File: src/rtl/usbrh_pkg.sv
package usbrh_pkg;

   // command bit positions in a port write
   localparam int CMD_EN_CLR   = 0;
   localparam int CMD_EN_SET   = 1;
   localparam int CMD_SUSP_SET = 2;
   localparam int CMD_SUSP_CLR = 3;
   localparam int CMD_RST_GO   = 4;
   localparam int CMD_PWR_ON   = 8;
   localparam int CMD_PWR_OFF  = 9;

   // change flags occupy the upper half-word
   localparam int CHG_LSB  = 16;
   localparam int CHG_N    = 5;
   localparam int CHG_CONN = 0;
   localparam int CHG_EN   = 1;
   localparam int CHG_SUSP = 2;
   localparam int CHG_OC   = 3;
   localparam int CHG_RST  = 4;

   // hub register bit positions
   localparam int HUB_OFF    = 0;
   localparam int HUB_ON     = 16;
   localparam int HUB_PG_LSB = 24;

   typedef struct packed {
      logic pwr;
      logic rst;
      logic oc;
      logic susp;
      logic en;
      logic conn;
   } port_state_t;

   function automatic logic [31:0] pack_port(port_state_t s, logic [CHG_N-1:0] c);
      logic [31:0] w;
      w = '0;
      w[0] = s.conn;
      w[1] = s.en;
      w[2] = s.susp;
      w[3] = s.oc;
      w[4] = s.rst;
      w[8] = s.pwr;
      w[CHG_LSB +: CHG_N] = c;
      return w;
   endfunction

endpackage

File: src/rtl/usbrh_rst_timer.sv
module usbrh_rst_timer #(
   parameter int CYCLES = 10
) (
   input  logic clk,
   input  logic rst_n,
   input  logic start_i,
   input  logic abort_i,
   output logic busy_o,
   output logic done_o
);
   localparam int CW = (CYCLES > 1) ? $clog2(CYCLES + 1) : 1;
   localparam logic [CW-1:0] LOAD = CW'(CYCLES - 1);

   if (CYCLES < 1) begin : g_bad_cycles
      $error("usbrh_rst_timer: CYCLES must be at least 1");
   end

   logic          busy_q;
   logic [CW-1:0] cnt_q;

   always_ff @(posedge clk) begin
      if (!rst_n) begin
         busy_q <= 1'b0;
         cnt_q  <= '0;
      end else if (start_i) begin
         busy_q <= 1'b1;
         cnt_q  <= LOAD;
      end else if (abort_i) begin
         busy_q <= 1'b0;
         cnt_q  <= '0;
      end else if (busy_q) begin
         if (cnt_q == '0) busy_q <= 1'b0;
         else             cnt_q  <= cnt_q - 1'b1;
      end
   end

   assign busy_o = busy_q;
   assign done_o = busy_q && (cnt_q == '0) && !abort_i && !start_i;

   assert_cnt_in_range_R6: assert property (@(posedge clk) disable iff (!rst_n)
      cnt_q <= LOAD);
   assert_done_ends_busy_R6: assert property (@(posedge clk) disable iff (!rst_n)
      done_o |=> !busy_q);
   assert_abort_stops_R9: assert property (@(posedge clk) disable iff (!rst_n)
      (abort_i && !start_i) |=> !busy_q);

endmodule

File: src/rtl/usbrh_port.sv
module usbrh_port
   import usbrh_pkg::*;
#(
   parameter int RST_CYCLES = 10
) (
   input  logic        clk,
   input  logic        rst_n,
   input  logic        wr_i,
   input  logic [31:0] wd_i,
   input  logic        gang_on_i,
   input  logic        gang_off_i,
   input  logic        conn_in,
   input  logic        oc_in,
   output logic [31:0] rd_o,
   output logic        pwr_o,
   output logic        en_o,
   output logic        susp_o,
   output logic        rst_o
);
   logic conn_q, oc_q, pwr_q, en_q, susp_q;
   logic [CHG_N-1:0] chg_q;

   logic conn_rise, conn_fall, oc_rise;
   logic pwr_cut, pwr_nx, drop;
   logic en_nx, susp_nx;
   logic tmr_start, tmr_busy, tmr_done;
   logic [CHG_N-1:0] chg_set, chg_clr;
   logic unused_wd;

   assign unused_wd = ^{wd_i[31:CHG_LSB+CHG_N], wd_i[15:10], wd_i[7:5]};

   always_comb begin
      conn_rise = conn_in & ~conn_q;
      conn_fall = conn_q & ~conn_in;
      oc_rise   = oc_in & ~oc_q;

      pwr_cut = (wr_i & wd_i[CMD_PWR_OFF]) | gang_off_i | oc_in;
      if (pwr_cut)                               pwr_nx = 1'b0;
      else if ((wr_i & wd_i[CMD_PWR_ON]) | gang_on_i) pwr_nx = 1'b1;
      else                                       pwr_nx = pwr_q;

      drop = conn_fall | ~pwr_nx;

      tmr_start = wr_i & wd_i[CMD_RST_GO] & conn_q & pwr_q & ~drop;

      if (drop)                         en_nx = 1'b0;
      else if (tmr_done)                en_nx = 1'b1;
      else if (wr_i & wd_i[CMD_EN_CLR]) en_nx = 1'b0;
      else if (wr_i & wd_i[CMD_EN_SET] & conn_q & pwr_q & ~tmr_busy)
                                        en_nx = 1'b1;
      else                              en_nx = en_q;

      if (drop)                                          susp_nx = 1'b0;
      else if (wr_i & (wd_i[CMD_SUSP_CLR] | wd_i[CMD_EN_CLR])) susp_nx = 1'b0;
      else if (wr_i & wd_i[CMD_SUSP_SET] & en_q)         susp_nx = 1'b1;
      else                                               susp_nx = susp_q;

      chg_set            = '0;
      chg_set[CHG_CONN]  = conn_rise | conn_fall | (wr_i & wd_i[CMD_EN_SET] & ~conn_q);
      chg_set[CHG_EN]    = en_q & oc_in;
      chg_set[CHG_SUSP]  = wr_i & wd_i[CMD_SUSP_CLR] & susp_q & ~drop;
      chg_set[CHG_OC]    = oc_rise;
      chg_set[CHG_RST]   = tmr_done;

      chg_clr = wr_i ? wd_i[CHG_LSB +: CHG_N] : '0;
   end

   usbrh_rst_timer #(.CYCLES(RST_CYCLES)) u_tmr (
      .clk     (clk),
      .rst_n   (rst_n),
      .start_i (tmr_start),
      .abort_i (drop),
      .busy_o  (tmr_busy),
      .done_o  (tmr_done)
   );

   always_ff @(posedge clk) begin
      if (!rst_n) begin
         conn_q <= 1'b0;
         oc_q   <= 1'b0;
         pwr_q  <= 1'b0;
         en_q   <= 1'b0;
         susp_q <= 1'b0;
         chg_q  <= '0;
      end else begin
         conn_q <= conn_in;
         oc_q   <= oc_in;
         pwr_q  <= pwr_nx;
         en_q   <= en_nx;
         susp_q <= susp_nx;
         chg_q  <= (chg_q & ~chg_clr) | chg_set;
      end
   end

   port_state_t st;
   always_comb begin
      st.conn = conn_q;
      st.en   = en_q;
      st.susp = susp_q;
      st.oc   = oc_q;
      st.rst  = tmr_busy;
      st.pwr  = pwr_q;
   end

   assign rd_o   = pack_port(st, chg_q);
   assign pwr_o  = pwr_q;
   assign en_o   = en_q;
   assign susp_o = susp_q;
   assign rst_o  = tmr_busy;

   assert_en_needs_pwr_R5: assert property (@(posedge clk) disable iff (!rst_n)
      en_q |-> pwr_q);
   assert_susp_needs_en_R4: assert property (@(posedge clk) disable iff (!rst_n)
      susp_q |-> en_q);
   assert_rst_end_enables_R6: assert property (@(posedge clk) disable iff (!rst_n)
      tmr_done |=> (en_q && chg_q[CHG_RST]));
   assert_chg_sticky_R7: assert property (@(posedge clk) disable iff (!rst_n)
      !wr_i |=> ((chg_q & $past(chg_q)) == $past(chg_q)));
   assert_unplug_clears_R9: assert property (@(posedge clk) disable iff (!rst_n)
      conn_fall |=> (!en_q && !susp_q && !tmr_busy && chg_q[CHG_CONN]));
   assert_oc_cuts_pwr_R10: assert property (@(posedge clk) disable iff (!rst_n)
      oc_in |=> (!pwr_q && oc_q));

endmodule

File: src/rtl/usbrh_hub_ctl.sv
module usbrh_hub_ctl
   import usbrh_pkg::*;
#(
   parameter int NPORTS     = 4,
   parameter int PWRGOOD_MS = 100
) (
   input  logic              clk,
   input  logic              rst_n,
   input  logic              wr_i,
   input  logic [31:0]       wd_i,
   input  logic [NPORTS-1:0] pwr_i,
   output logic              gang_on_o,
   output logic              gang_off_o,
   output logic [31:0]       rd_o
);
   localparam int PG_UNITS = PWRGOOD_MS / 2;
   localparam logic [7:0] PG_FIELD = 8'(PG_UNITS);

   if (PG_UNITS > 255) begin : g_bad_pg
      $error("usbrh_hub_ctl: PWRGOOD_MS/2 must fit in 8 bits");
   end

   logic unused_wd;
   assign unused_wd = ^{wd_i[31:HUB_ON+1], wd_i[HUB_ON-1:HUB_OFF+1]};

   assign gang_off_o = wr_i & wd_i[HUB_OFF];
   assign gang_on_o  = wr_i & wd_i[HUB_ON] & ~wd_i[HUB_OFF];

   always_comb begin
      rd_o = '0;
      rd_o[HUB_PG_LSB +: 8] = PG_FIELD;
      rd_o[HUB_OFF]         = |pwr_i;
   end

   assert_gang_exclusive_R11: assert property (@(posedge clk) disable iff (!rst_n)
      !(gang_on_o && gang_off_o));
   assert_gang_off_all_R11: assert property (@(posedge clk) disable iff (!rst_n)
      gang_off_o |=> (pwr_i == '0));

endmodule

File: src/rtl/usbrh_port_bank.sv
module usbrh_port_bank
   import usbrh_pkg::*;
#(
   parameter int NPORTS     = 4,
   parameter int ADDR_W     = 4,
   parameter int CLK_KHZ    = 48000,
   parameter int RESET_MS   = 10,
   parameter int PWRGOOD_MS = 100
) (
   input  logic              clk,
   input  logic              rst_n,
   input  logic              reg_we,
   input  logic [ADDR_W-1:0] reg_addr,
   input  logic [31:0]       reg_wdata,
   output logic [31:0]       reg_rdata,
   input  logic [NPORTS-1:0] dev_present,
   input  logic [NPORTS-1:0] ovr_current,
   output logic [NPORTS-1:0] port_power,
   output logic [NPORTS-1:0] port_enable,
   output logic [NPORTS-1:0] port_suspend,
   output logic [NPORTS-1:0] port_reset
);
   localparam int RST_CYCLES = CLK_KHZ * RESET_MS;

   if (NPORTS < 1 || NPORTS > 15) begin : g_bad_nports
      $error("usbrh_port_bank: NPORTS must be 1..15");
   end
   if ((2 ** ADDR_W) <= NPORTS) begin : g_bad_addr
      $error("usbrh_port_bank: ADDR_W too narrow for NPORTS");
   end
   if (RST_CYCLES < 1) begin : g_bad_rst
      $error("usbrh_port_bank: reset window must be at least one cycle");
   end

   logic              hub_wr, gang_on, gang_off;
   logic [31:0]       hub_rd;
   logic [NPORTS-1:0] port_wr;
   logic [31:0]       port_rd [NPORTS];

   assign hub_wr = reg_we && (reg_addr == '0);

   usbrh_hub_ctl #(.NPORTS(NPORTS), .PWRGOOD_MS(PWRGOOD_MS)) u_hub (
      .clk        (clk),
      .rst_n      (rst_n),
      .wr_i       (hub_wr),
      .wd_i       (reg_wdata),
      .pwr_i      (port_power),
      .gang_on_o  (gang_on),
      .gang_off_o (gang_off),
      .rd_o       (hub_rd)
   );

   for (genvar p = 0; p < NPORTS; p++) begin : g_port
      assign port_wr[p] = reg_we && (reg_addr == ADDR_W'(p + 1));

      usbrh_port #(.RST_CYCLES(RST_CYCLES)) u_port (
         .clk        (clk),
         .rst_n      (rst_n),
         .wr_i       (port_wr[p]),
         .wd_i       (reg_wdata),
         .gang_on_i  (gang_on),
         .gang_off_i (gang_off),
         .conn_in    (dev_present[p]),
         .oc_in      (ovr_current[p]),
         .rd_o       (port_rd[p]),
         .pwr_o      (port_power[p]),
         .en_o       (port_enable[p]),
         .susp_o     (port_suspend[p]),
         .rst_o      (port_reset[p])
      );
   end

   always_comb begin
      reg_rdata = '0;
      if (reg_addr == '0) reg_rdata = hub_rd;
      for (int p = 0; p < NPORTS; p++) begin
         if (reg_addr == ADDR_W'(p + 1)) reg_rdata = port_rd[p];
      end
   end

   assert_unmapped_reads_zero_R12: assert property (@(posedge clk) disable iff (!rst_n)
      (int'(reg_addr) > NPORTS) |-> (reg_rdata == '0));
   assert_unmapped_write_inert_R12: assert property (@(posedge clk) disable iff (!rst_n)
      (reg_we && int'(reg_addr) > NPORTS && !gang_on && !gang_off && ovr_current == '0
       && dev_present == $past(dev_present)) |=> (port_power == $past(port_power)));

endmodule

File: config.mk
export PLATFORM = sky130hd
export DESIGN_NAME = usbrh_port_bank
export DESIGN_NICKNAME = d
export VERILOG_FILES = /design/src/rtl/usbrh_pkg.sv /design/src/rtl/usbrh_rst_timer.sv /design/src/rtl/usbrh_port.sv /design/src/rtl/usbrh_hub_ctl.sv /design/src/rtl/usbrh_port_bank.sv
export SDC_FILE = /design/constraint.sdc
export NUM_CORES = 1
export LEC_CHECK = 0
export BUFFER_PORTS_ARGS = -buffer_cell sky130_fd_sc_hd__clkbuf_2
export CAP_MARGIN = 0
export CORE_MARGIN = 2
export CORE_UTILIZATION = 54
export CTS_BUF_LIST = sky130_fd_sc_hd__clkbuf_4
export CTS_CLUSTER_SIZE = 30
export DETAILED_ROUTE_END_ITERATION = 7
export PLACE_DENSITY = 0.79
export SYNTH_ARGS = -nofsm -noshare
export SYNTH_HDL_FRONTEND = slang
export SYNTH_SLANG_ARGS = --single-unit
File: constraint.sdc
create_clock -name clk -period 2.2 [get_ports clk]
set_input_delay 0.11 -clock clk [delete_from_list [all_inputs] [get_ports clk]]
set_output_delay 0.11 -clock clk [all_outputs]
set_load 0.05 [all_outputs]
==> results of run 1 <==
[cells in the final DEF, fill, tap and decap left out, drive strengths merged, types with 18 or more instances in the layout]
| master | netlist | final |
|---|---|---|
| a21oi | 79 | 79 |
| buf | 43 | 84 |
| clkbuf | 36 | 65 |
| conb | 1 | 18 |
| dfxtp | 120 | 120 |
| dlygate4sd3 | 0 | 19 |
| nand2 | 49 | 49 |
| nand3 | 19 | 19 |
| nor2 | 41 | 41 |
| nor3 | 20 | 20 |
| nor4 | 26 | 26 |
| o21ai | 29 | 29 |
| or3 | 20 | 20 |
| or4 | 18 | 18 |
| xnor2 | 22 | 22 |
| xor2 | 23 | 23 |
[cell type report]
| cell class | count | area share [%] |
|---|---|---|
| clock buffers | 18 | 1.68 |
| clock inverters | 14 | 1.96 |
| inverters | 17 | 0.795 |
| multi-input cells | 574 | 47.9 |
| flip-flops and latches | 120 | 30.1 |
| well taps | 147 | 2.29 |
| repair buffers | 150 | 15.3 |
[worst max-delay path: stages, from the launching register on]
cell and delay (ps):
dfxtp_1 330, or4_1 530, mux4_2 480, a22o_1 230, buf_8 160
[per-layer routing]
metal | global-route usage, % | vias to the layer above | wire length, um
li1 | - | 3031 | -
met1 | 34.8 | 3071 | 7430
met2 | 45.1 | 286 | 8610
met3 | 7.01 | 56 | 1310
met4 | 10.6 | 0 | 546
met5 | 0 | - | 0
[sequential cells by signal (all words and copies together), names as in the netlist]
signal / count
g_port.u_port.en_o: 4
g_port.u_port.pwr_o: 4
g_port.u_port.conn_q: 4
g_port.u_port.chg_q: 20
g_port.u_port.susp_o: 4
g_port.u_port.u_tmr.cnt_q: 76
g_port.u_port.u_tmr.busy_o: 4
g_port.u_port.oc_q: 4
[stage by stage]
step / setup TNS (ps) / total power, mW / instance area, sq um / hold WS (ps) / cells
6_report: -270 / 4.25 / 8020 / 22.9 / 1040
5_1_grt: -876 / 4.38 / 8020 / 24.9 / 1040
4_1_cts: -246 / 4.25 / 7780 / 6.39 / 1034
3_5_place_dp: -89.3 / 2.62 / 7290 / 355 / 983
3_3_place_gp: 0 / 2.61 / 7290 / 360 / 983
2_1_floorplan: -115 / 2.51 / 6610 / 186 / 790
[worst max path at each step]
stage / from / endpoint / slack [ps] / depth (start not counted)
CTS: g_port[1].u_port.pwr_o$_SDFF_PN0_ / reg_rdata[0] / -190 / 4
floorplan: g_port[0].u_port.u_tmr.cnt_q[16]$_SDFFE_PN0P_ / g_port[0].u_port.chg_q[4]$_SDFF_PN0_ / -60 / 6
global route: g_port[1].u_port.pwr_o$_SDFF_PN0_ / reg_rdata[0] / -240 / 4
finish: g_port[1].u_port.pwr_o$_SDFF_PN0_ / reg_rdata[0] / -190 / 4
global placement: g_port[0].u_port.u_tmr.cnt_q[16]$_SDFFE_PN0P_ / g_port[0].u_port.chg_q[4]$_SDFF_PN0_ / 20 / 5
detailed placement: reg_we / g_port[0].u_port.u_tmr.cnt_q[1]$_SDFFE_PN0P_ / -50 / 6
[power by group]
part           total, mW  internal, mW  switching (mW)
Sequential          2.21          2.19          0.0157
Clock               1.65         0.782           0.867
Combinational      0.390         0.138           0.252
[timing repair]
item / CTS / global route
endpoints found under the setup margin: 7 / 40
hold buffers: 19 / 0
pin swaps: 2 / 22
cloned: 0 / 1
gates resized for setup: 5 / 51
buffers inserted: 0 / 5
hold endpoints to repair: 36 / 0
[kinds of logic after synthesis]
group                    Yosys count
AND/OR/NAND/NOR                  276
AO/OA/AOI/OAI                    218
flip-flops                       120
buffers and inverters             96
XOR/XNOR                          45
adder cells (fa/ha/maj)           11
multiplexers                       6
other                              1
==> results.sh, run 1 <==
export IMPL_outcome="finished with violations"
export IMPL_violations="setup timing"
export IMPL_grt_pass1_vias=6014
export IMPL_rr_startpoint="g_port[0].u_port.u_tmr.cnt_q[16]$_SDFFE_PN0P_"
export IMPL_clkSinkCount=120
export IMPL_synth_top_family_by_area="simple AND/OR/NAND/NOR gates"
export IMPL_synth_area_leader_cell="dfxtp_1"
export IMPL_grt_pass1_wl_um=28700
export IMPL_synthArstFlopShare_pct=0
export IMPL_finalCritPeriodShare_pct=109
export IMPL_postRouteWirelength_um=17900
export IMPL_synth_edf_count=0
export IMPL_reg2regPathDepth=5
export IMPL_start_util_pct=54.8
export IMPL_period_needed_ps=2390
export IMPL_dieArea_sq_um=12900
export IMPL_syn_inst=773
export IMPL_tritoncts="done"
export IMPL_antenna_left=0
export IMPL_place_ws_ps=-47.0
export IMPL_dpl_hpwl_um=12400
export IMPL_grt_use_total_pct=27.4
export IMPL_slew_violations=0
export IMPL_worst_slack_ps=-189
export IMPL_maxSlewHeadroom_pct=60.3
export IMPL_yosys_area_share_simple_pct=24.2
export IMPL_gp_congestion=0.909
export IMPL_core_area_sq_um=11900
export IMPL_cp_end_kind="output port"
export IMPL_multi_input_area_sq_um=3840
export IMPL_rows=40
export IMPL_worstPathRequired_ps=2090
export IMPL_yosysUniqueCellTypes=67
export IMPL_ys_ff_latch=120
export IMPL_die_x_um=114
export IMPL_first_pass_iters=5
export IMPL_final_fill_count=926
export IMPL_reg2reg_slack_ps=-30
export IMPL_synth_most_common_cell="dfxtp_1"
export IMPL_grt_max_degree=25
export IMPL_cap_violations=0
export IMPL_hp_class="in2reg"
export IMPL_netlist_area_sq_um=6490
export IMPL_clk_latency_ps=560
export IMPL_hold_path_startpoint="reg_wdata[0]"
export IMPL_vias=6444
export IMPL_clock_skew_final_ps=9.49
export IMPL_fin_util_pct=67.6
export IMPL_cts_htree_levels=4
export IMPL_synth_xor_area_share_pct=6.07
export IMPL_arrival_ps=2280
export IMPL_hold_viol=0
export IMPL_seq_area_frac_synth_pct=37.0
export IMPL_register_area_sq_um=2410
export IMPL_area_growth_pct=23.5
export IMPL_syn_area_per_cell_sq_um=8.40
export IMPL_insertedDiodeCount=0
export IMPL_hold_path_depth=5
export IMPL_synth_compound_area_share_pct=21.6
export IMPL_ys_flop_type="dfxtp_1"
export IMPL_drc=0
export IMPL_clock_path_buffers=2
export IMPL_vdd_drop_max_uv=362
export IMPL_root_buffer="clkbuf_4"
export IMPL_synth_area_leaders="dfxtp_1, a21oi_1, buf_4"
export IMPL_layout_nets=938
export IMPL_startpoint_type="register"
export IMPL_fmax_mhz=419
export IMPL_synth_common_cells="dfxtp_1, a21oi_1, nand2_1, nor2_1, buf_4"
export IMPL_synth_fa_ha_area_share_pct=2.12
export IMPL_final_setup_viol_count=4
export IMPL_tightest_slew_ps=593
export IMPL_viasPerCell=6.20
export IMPL_wl_per_cell_um=17.2
export IMPL_crit_fanout=2
export IMPL_numCtsBuffers=17
export IMPL_power_density_nw_per_um2=529
export IMPL_port_buffers=56
export IMPL_yosys_warnings=0
export IMPL_drt_iter0_drc=582
export IMPL_crit_type="reg2out"
export IMPL_yosysTopAreaCellShare_pct=37.0
export IMPL_die_h_um=114
export IMPL_clk_pin_slew_ps=110
export IMPL_rsz0062_at_grt="yes"
export IMPL_io_pins=95
export IMPL_layout_drive_gt1_share_pct=25.3
export IMPL_overflow=0
export IMPL_whs_endpoint="g_port[0].u_port.susp_o$_SDFFE_PP0P_"
export IMPL_synth_mux_area_share_pct=1.18
export IMPL_p_leak_nw=3.15
export IMPL_regToRegEndpoint="g_port[0].u_port.en_o$_SDFFE_PP0P_"
export IMPL_antenna_found_initial=0
No activity file was read; power rests on OpenSTA's default activity.
==> run 2: changes to the inputs <==
- CORE_ASPECT_RATIO: default -> 0.8
- CORE_MARGIN: 2 -> default
- SLEW_MARGIN: default -> 30
==> run 2 against run 1 <==
Effect of this change: the flow still finishes with violations (setup timing); sequential share of layout area is 0.55 points lower; global-route usage is 2.0 points higher; combinational power hardly changed; sequential power hardly changed; register-to-register slack worse by 50 ps; count of clock-buffer cells in the layout is 1 lower; maximum frequency is 0.42% higher; clock skew is 15 ps higher; final cell count is 0.29% higher; power is 5.3% higher; critical path depth stayed put; first-iteration DRC count is 20% higher.
==> results.sh, run 2 (same netlist as run 1, synthesis figures left out) <==
export IMPL_power_total_mw=4.47
export IMPL_drc=0
export IMPL_tightest_slew_ps=598
export IMPL_outcome="finished with violations"
export IMPL_clk_pin_slew_ps=110
export IMPL_swShare_pct=25.5
export IMPL_finalCritPeriodShare_pct=108
export IMPL_clkSinkCount=120
export IMPL_final_cells=1043
export IMPL_layout_nets=940
export IMPL_power_frac_seq_pct=49.4
export IMPL_overflow=0
export IMPL_period_needed_ps=2380
export IMPL_startpoint_type="register"
export IMPL_final_common_cell="dfxtp_1"
export IMPL_crit_type="reg2out"
export IMPL_cts_htree_levels=4
export IMPL_cp_depth=4
export IMPL_port_buffers=56
export IMPL_numCtsBuffers=17
export IMPL_hp_class="in2reg"
export IMPL_worst_slack_ps=-179
export IMPL_dieArea_sq_um=12500
export IMPL_fmax_mhz=420
export IMPL_grt_pass1_wl_um=29600
export IMPL_crit_fanout=2
export IMPL_p_switching_mw=1.14
export IMPL_reg2regPathDepth=5
export IMPL_layout_drive_gt1_share_pct=26.7
export IMPL_first_pass_iters=5
export IMPL_io_pins=95
export IMPL_power_density_nw_per_um2=547
export IMPL_postRouteWirelength_um=18400
export IMPL_cap_violations=0
export IMPL_regMostFlops="g_port.u_port.u_tmr.cnt_q"
export IMPL_dpl_hpwl_um=12800
export IMPL_met3_usage_pct=7.89
export IMPL_grt_pass1_vias=6056
export IMPL_drt_iter0_drc=699
export IMPL_core_area_sq_um=11600
export IMPL_rows=35
export IMPL_clock_path_buffers=2
export IMPL_violations="setup timing"
export IMPL_reg_top3="g_port.u_port.u_tmr.cnt_q: 76 flops, g_port.u_port.chg_q: 20 flops"
export IMPL_grt_use_met1_pct=37.4
export IMPL_clock_skew_final_ps=24.0
export IMPL_start_util_pct=56.0
export IMPL_viasPerCell=6.20
export IMPL_p_leak_nw=3.24
export IMPL_grt_max_degree=26
export IMPL_antenna_left=0
export IMPL_area_growth_pct=25.9
export IMPL_worstPathRequired_ps=2090
export IMPL_rsz0062_at_grt="yes"
export IMPL_slew_violations=0
export IMPL_layout_common_cells="dfxtp_1, a21oi_1, buf_4, nand2_1, clkbuf_2"
export IMPL_cp_num_buf_inv=1
export IMPL_combPwrFrac_pct=8.8
export IMPL_antenna_found_initial=0
export IMPL_insertedDiodeCount=0
export IMPL_dp_cells=983
export IMPL_hold_viol=0
export IMPL_setup_tns_ps=-413
export IMPL_largest_reg_flops=76
export IMPL_place_ws_ps=-114
export IMPL_cp_top_family="simple AND/OR/NAND/NOR gates"
export IMPL_hold_path_depth=3
export IMPL_crit_path_top_delay_cell="or4_1"
export IMPL_vdd_drop_max_uv=473
export IMPL_final_fill_count=858
export IMPL_cp_end_kind="output port"
export IMPL_pwr_share_clk_pct=41.8
export IMPL_p_int_mw=3.33
export IMPL_top_usage_layer="met2"
export IMPL_gp_congestion=0.905
export IMPL_root_buffer="clkbuf_4"
export IMPL_final_setup_viol_count=8
export IMPL_arrival_ps=2270
export IMPL_wl_per_cell_um=17.7
export IMPL_maxSlewHeadroom_pct=59.6
export IMPL_met2_usage_pct=48.2
export IMPL_clk_latency_ps=540
export IMPL_worstPathCellList="or4_1 > mux4_2 > a22o_1 > buf_8"
export IMPL_vias=6463
export IMPL_tritoncts="done"
export IMPL_die_h_um=100
export IMPL_die_x_um=125
export IMPL_grt_use_total_pct=29.5
export IMPL_slowest_delay_ps=520
## run 2: cell types whose count changed in the layout (fill, tap and decap cells not counted), sizes merged
cell / delta
clkinv: +3
clkbuf: -2
clkinvlp: -4
bufinv: +2
dlygate4sd3: +1
buf: +2
## run 2: cell type report
cell class	count	area, sq um	share of cell area (%)
Clock buffer	17	128	1.56
Clock inverter	15	208	2.54
Inverter	17	63.8	0.780
Multi-Input combinational cell	574	3910	47.8
Sequential cell	120	2410	29.5
Tap cell	148	185	2.26
Timing Repair Buffer	152	1270	15.5
## run 2: through the flow
step           utilization (%)  hold WS, ps  area, sq um
6_report                  70.5         34.4         8180
5_1_grt                   70.5         35.4         8180
4_1_cts                   68.1         9.25         7910
3_5_place_dp              63.0          368         7310
3_3_place_gp              63.0          359         7310
2_1_floorplan                -          186         6610
## run 2: worst min-delay path, cell delays in order
cell      delay, ps
clkbuf_2        150
o21a_1          190
a211oi_1         80
## run 2: what timing repair did
item | in CTS | in global routing
endpoints found under the hold margin | 33 | 0
cloned | 0 | 1
buffers inserted | 2 | 5
pin swaps | 3 | 23
setup endpoints to repair | 14 | 42
gates resized for setup | 16 | 56
hold buffers | 21 | 0
## run 2: worst paths after layout
path	start	to	slack, ps
worst max register to register	g_port[0].u_port.u_tmr.cnt_q[15]$_SDFFE_PP0P_	g_port[0].u_port.chg_q[4]$_SDFF_PN0_	-80
worst min register to register	g_port[3].u_port.chg_q[2]$_SDFF_PN0_	g_port[3].u_port.chg_q[2]$_SDFF_PN0_	490
worst min-delay path	reg_wdata[0]	g_port[3].u_port.susp_o$_SDFFE_PP0P_	30
worst max-delay path	g_port[1].u_port.pwr_o$_SDFF_PN0_	reg_rdata[0]	-180
## run 2: layer usage
layer  wire length (um)  vias up
met2               8620      326
met1               7840     3057
met5                  0        -
met3               1590       46
li1                   -     3034
met4                387        0
## run 2: power by group through the flow
stage	Sequential (mW)	Clock, mW	Combinational (mW)
2_1_floorplan	2.25	0	0.253
3_3_place_gp	2.26	0	0.352
3_5_place_dp	2.26	0	0.357
4_1_cts	2.21	1.87	0.385
5_1_grt	2.21	1.98	0.414
6_report	2.21	1.87	0.393
